[src/rtl/mbr_pkg.sv]
package mbr_pkg;

    localparam int DATA_W = 8;
    localparam int OFF_W  = 2;

    typedef enum logic [OFF_W-1:0] {
        OP_LOAD = 2'd0,
        OP_SET  = 2'd1,
        OP_CLR  = 2'd2,
        OP_MASK = 2'd3
    } op_e;

    typedef struct packed {
        logic              valid;
        op_e               op;
        logic [DATA_W-1:0] data;
    } pend_t;

    typedef struct packed {
        logic [DATA_W-1:0] value;
        logic              phi2;
        pend_t             pend;
    } state_t;

endpackage

[src/rtl/mbr_phase_capture.sv]
module mbr_phase_capture
    import mbr_pkg::*;
(
    input  logic              phi2,
    input  logic              phi2_q,
    input  logic              sel_n,
    input  logic              rnw,
    input  logic [OFF_W-1:0]  reg_off,
    input  logic [DATA_W-1:0] wr_data,
    input  pend_t             pend_q,
    output pend_t             pend_d,
    output logic              commit
);

    logic falling;

    always_comb begin
        falling = phi2_q && !phi2;
        commit  = falling && pend_q.valid;
        pend_d  = pend_q;
        if (phi2) begin
            // keep only what the bus shows in the latest phase-2 cycle
            pend_d.valid = !sel_n && !rnw;
            pend_d.op    = op_e'(reg_off);
            pend_d.data  = wr_data;
        end else if (falling) begin
            pend_d.valid = 1'b0;
        end
    end

endmodule

[src/rtl/mbr_update.sv]
module mbr_update
    import mbr_pkg::*;
#(
    parameter int BANK_W = 4
) (
    input  logic [DATA_W-1:0] cur,
    input  pend_t             req,
    output logic [DATA_W-1:0] nxt
);

    localparam int HALF = DATA_W / 2;

    logic [BANK_W-1:0] low_set;
    logic [BANK_W-1:0] low_clr;

    always_comb begin
        low_set = BANK_W'(req.data[DATA_W-1:HALF]);
        low_clr = BANK_W'(req.data[HALF-1:0]);
        nxt     = cur;
        unique case (req.op)
            OP_LOAD: nxt = req.data;
            OP_SET:  nxt = cur | req.data;
            OP_CLR:  nxt = cur & ~req.data;
            OP_MASK: nxt[BANK_W-1:0] = (cur[BANK_W-1:0] | low_set) & ~low_clr;
            default: nxt = cur;
        endcase
    end

endmodule

[src/rtl/mbr_window.sv]
module mbr_window #(
    parameter int BANK_W = 4,
    parameter int WIN_W  = 15,
    parameter int CPU_AW = 16
) (
    input  logic [BANK_W-1:0]       bank,
    input  logic [CPU_AW-1:0]       cpu_addr,
    output logic [BANK_W+WIN_W-1:0] phys_addr
);

    localparam int PHYS_AW = BANK_W + WIN_W;
    localparam int PAD_W   = PHYS_AW - CPU_AW;

    generate
        if (PAD_W > 0) begin : g_pad
            always_comb begin
                if (cpu_addr[CPU_AW-1:WIN_W] == '0)
                    phys_addr = {bank, cpu_addr[WIN_W-1:0]};
                else
                    phys_addr = {{PAD_W{1'b0}}, cpu_addr};
            end
        end else begin : g_nopad
            always_comb begin
                if (cpu_addr[CPU_AW-1:WIN_W] == '0)
                    phys_addr = {bank, cpu_addr[WIN_W-1:0]};
                else
                    phys_addr = cpu_addr[PHYS_AW-1:0];
            end
        end
    endgenerate

endmodule

[src/rtl/mbr_top.sv]
module mbr_top
    import mbr_pkg::*;
#(
    parameter int BANK_W = 4,
    parameter int WIN_W  = 15,
    parameter int CPU_AW = 16,
    localparam int PHYS_AW = BANK_W + WIN_W
) (
    input  logic               clk,
    input  logic               rst_n,
    input  logic               phi2,
    input  logic               sel_n,
    input  logic               rnw,
    input  logic [OFF_W-1:0]   reg_off,
    input  logic [DATA_W-1:0]  wr_data,
    output logic [DATA_W-1:0]  rd_data,
    output logic               rd_oe,
    input  logic [CPU_AW-1:0]  cpu_addr,
    output logic [PHYS_AW-1:0] phys_addr,
    output logic [BANK_W-1:0]  bank_o
);

    state_t            st_d;
    state_t            st_q;
    pend_t             pend_d;
    logic              commit;
    logic [DATA_W-1:0] upd_value;

    mbr_phase_capture i_capture (
        .phi2    (phi2),
        .phi2_q  (st_q.phi2),
        .sel_n   (sel_n),
        .rnw     (rnw),
        .reg_off (reg_off),
        .wr_data (wr_data),
        .pend_q  (st_q.pend),
        .pend_d  (pend_d),
        .commit  (commit)
    );

    mbr_update #(.BANK_W(BANK_W)) i_update (
        .cur (st_q.value),
        .req (st_q.pend),
        .nxt (upd_value)
    );

    mbr_window #(.BANK_W(BANK_W), .WIN_W(WIN_W), .CPU_AW(CPU_AW)) i_window (
        .bank      (st_q.value[BANK_W-1:0]),
        .cpu_addr  (cpu_addr),
        .phys_addr (phys_addr)
    );

    always_comb begin
        st_d      = st_q;
        st_d.phi2 = phi2;
        st_d.pend = pend_d;
        if (commit)
            st_d.value = upd_value;
    end

    always_ff @(posedge clk or negedge rst_n) begin
        if (!rst_n)
            st_q <= '0;
        else
            st_q <= st_d;
    end

    assign rd_data = st_q.value;
    assign rd_oe   = phi2 && !sel_n && rnw;
    assign bank_o  = st_q.value[BANK_W-1:0];

endmodule

[config.mk]
export PLATFORM = sky130hd
export DESIGN_NAME = mbr_top
export DESIGN_NICKNAME = d
export VERILOG_FILES = /design/src/rtl/mbr_pkg.sv /design/src/rtl/mbr_phase_capture.sv /design/src/rtl/mbr_update.sv /design/src/rtl/mbr_window.sv /design/src/rtl/mbr_top.sv
export SDC_FILE = /design/constraint.sdc
export NUM_CORES = 1
export LEC_CHECK = 0
export BUFFER_PORTS_ARGS = -buffer_cell sky130_fd_sc_hd__buf_2
export CAP_MARGIN = 20
export CELL_PAD_IN_SITES_DETAIL_PLACEMENT = 2
export CELL_PAD_IN_SITES_GLOBAL_PLACEMENT = 2
export CORE_MARGIN = 4
export CORE_UTILIZATION = 25
export DETAILED_ROUTE_END_ITERATION = 8
export PLACE_DENSITY = 0.82
export SYNTH_ARGS = -nofsm -noshare
export SYNTH_HDL_FRONTEND = slang
export SYNTH_SLANG_ARGS = --single-unit
[constraint.sdc]
create_clock -name clk -period 1.6 [get_ports clk]
set_input_delay 0.32 -clock clk [delete_from_list [all_inputs] [get_ports clk]]
set_output_delay 0.32 -clock clk [all_outputs]
set_load 0.02 [all_outputs]
==> impl_metrics.toml <==
[outcome]
status = "finished clean"

[timing]
min_period_ns = 1.50
clock_skew_ns = 0.00312
max_slew_margin_pct = 69.3
worstMarginPinSlew_ns = 0.460
rsz0062_at_grt = "false"
clock.fmax_mhz = 667
timing.final.crit_share_pct = 93.6
tns_ns = 0
maxSlewViolCount = 0
setup_violations = 0
hold_viol_final = 0
setup_ws_ns = 0.102

[route]
drt_iter0_markers = 37
drt-pass1-iter-count = 4
viasPerCell = 4.73
drc = 0
via_count = 837
detail-route-antenna-nets = 0
wl_um = 3070
wl_per_cell_um = 17.3

[global_route]
grt_pass1_vias = 986
busiest_layer = "met2"
use_met2_pct = 21.1
grtUsageTotal_pct = 10.9
antenna_found_initial = 0
grt.overflow.total = 0
grt_pass1_wl_um = 5090
grt_max_degree = 21
grt.met1_usage_pct = 11.4
grt_use_met3_pct = 1.54

[final_layout]
multi_input_area_um2 = 479
drive_gt1_share_pct = 39.2
fillers = 491
nets = 161
ff_latch_area_um2 = 500
num_antenna_cells = 0
area_growth_pct = 9.48

[worst_setup_path]
critPathSlowestCell = "and4bb_1"
r2r_setup_slack_ns = 0.10
endpoint = "rd_data[4]$_DFFE_PN0P_"
cp.arrival_ns = 1.67
path_class = "reg2reg"
timing.rr.end = "rd_data[4]$_DFFE_PN0P_"
path_cells = "ha_1 > and4bb_1 > a21oi_2 > a31oi_1"
slowest_delay_ns = 0.47
cp_max_fo = 8
reg2regPathDepth = 4
crit_path_end_kind = "register"
cp_top_family = "simple AND/OR/NAND/NOR gates"
startpoint = "st_q[8]$_DFFE_PN0P_"
cp_num_buf_inv = 0
regToRegStartpoint = "st_q[8]$_DFFE_PN0P_"
path_depth = 4
cp-start-kind = "register"
critical_path_required_ns = 1.77

[clock_network]
clock_latency_ns = 0.25
postCtsSetupBuffers = 0
htreeDepth = 1
cts_buffers = 3
clkTransAtPathRegs_ns = 0.07
ctsHoldBuffers = 0
cts.path.max_buffers = 2
cts_resized = 0
cts_num_sinks = 20
cts_tree = "done"
cts-root-buf = "clkbuf_8"

[placed_design]
hpwlAfterDp_um = 2340
io_buffer_count = 32
place_congestion = 0.731
dp_slack_ns = 0.104

[yosys]
yosysSeqAreaShare_pct = 43.1
yosys-top-cells-count = "dfrtp_1, buf_4, a21oi_1, mux2_2"
postSynthAreaPerCell_um2 = 10.4
ys.flop_type = "dfrtp_1"
synth_area_leader_cell = "dfrtp_1"
ys_seq_elements = 20
syn_inst = 112
synth_top_area_share_pct = 43.1
synth_area_leaders = "dfrtp_1, buf_4, mux2_2, ha_1, a21oi_1"
syn-num-nets = 147
yosysWarnings = 0
synthArstFlopShare_pct = 100
syn_area_um2 = 1160
synth_cell_type_count = 26
synth-edff-count = 0
yosysMostFrequentCell = "dfrtp_1"

[die]
pin_count = 63
dieHeight_um = 76.2
dieArea_um2 = 5800
core_region_area_um2 = 4410
die_width_um = 76.2
initial_core_util_pct = 26.3
rows = 24

[power]
powerDensity_nw_per_um2 = 1280
ir_worst_vdd_v = 0.000261
leakage_nw = 0.612

[run]
cap_violations = 0

[hold_path]
hp-class = "in2async"
==> how the worst min path moves through the flow <==
| stage | to | depth (start not counted) |
|---|---|---|
| floorplan | rd_data[0]$_DFFE_PN0P_ | 0 |
| global placement | rd_data[0]$_DFFE_PN0P_ | 1 |
| detailed placement | rd_data[7]$_DFFE_PN0P_ | 1 |
| CTS | rd_data[7]$_DFFE_PN0P_ | 1 |
| global route | st_q[0]$_DFFE_PN0P_ | 1 |
| finish | rd_data[7]$_DFFE_PN0P_ | 1 |
==> routing by layer <==
layer  vias to the layer above  part of all wire, %
li1                        390                    -
met1                       414                   36
met2                        25                   58
met3                         8                  4.2
met4                         0                  1.2
met5                         -                    0
==> placed cells by master, fill, tap and decap left out <==
| cell | count |
|---|---|
| buf_2 | 32 |
| dfrtp_1 | 20 |
| a21oi_1 | 8 |
| mux2_2 | 8 |
| nand2_1 | 7 |
| nor2_1 | 7 |
| o21ai_0 | 6 |
| nor2b_1 | 5 |
| o22a_1 | 4 |
| ha_1 | 4 |
| clkbuf_8 | 4 |
| inv_1 | 3 |
| o22ai_1 | 2 |
| nand3b_1 | 2 |
| mux2i_1 | 2 |
| a21oi_2 | 2 |
| a31oi_1 | 2 |
| or2_2 | 1 |
| nand3b_4 | 1 |
| a21o_1 | 1 |
| o21bai_2 | 1 |
| and4bb_1 | 1 |
| nand2b_1 | 1 |
| a22o_1 | 1 |
==> where the power goes <==
part,internal [W],switching (W)
logic,0.000214,0.000340
registers,0.000603,0.0000895
clock network,0.000219,0.000160
==> cell type report <==
class | count | share of cell area, %
inverters | 3 | 0.886
repair buffers | 32 | 12.6
clock buffers | 4 | 4.33
flip-flops and latches | 20 | 39.4
well taps | 52 | 5.12
multi-input cells | 66 | 37.7
==> cell families after synthesis <==
kind of cell / synth area share [%]
AOI/OAI and AO/OA: 14.8
buffers and inverters: 15.9
and+or+nand+nor: 12.4
DFF: 43.1
muxes: 9.48
adders and majority gates: 4.31
==> flip-flops by register name (all words and copies together), names as in the netlist <==
| register | flops |
|---|---|
| st_q | 12 |
| rd_data | 8 |
==> through the flow <==
step	std cells	util (%)	cell area (um2)	power, W	hold slack, ns
after floorplan	112	-	1160	0.00114	0.0244
after global placement	173	27.5	1210	0.00123	0.286
after detailed placement	173	27.5	1210	0.00126	0.296
after CTS	177	28.7	1270	0.00166	0.0152
after global routing	177	28.8	1270	0.00174	0.0349
final	177	28.8	1270	0.00163	0.00847
(Power assumes the default switching activity.)
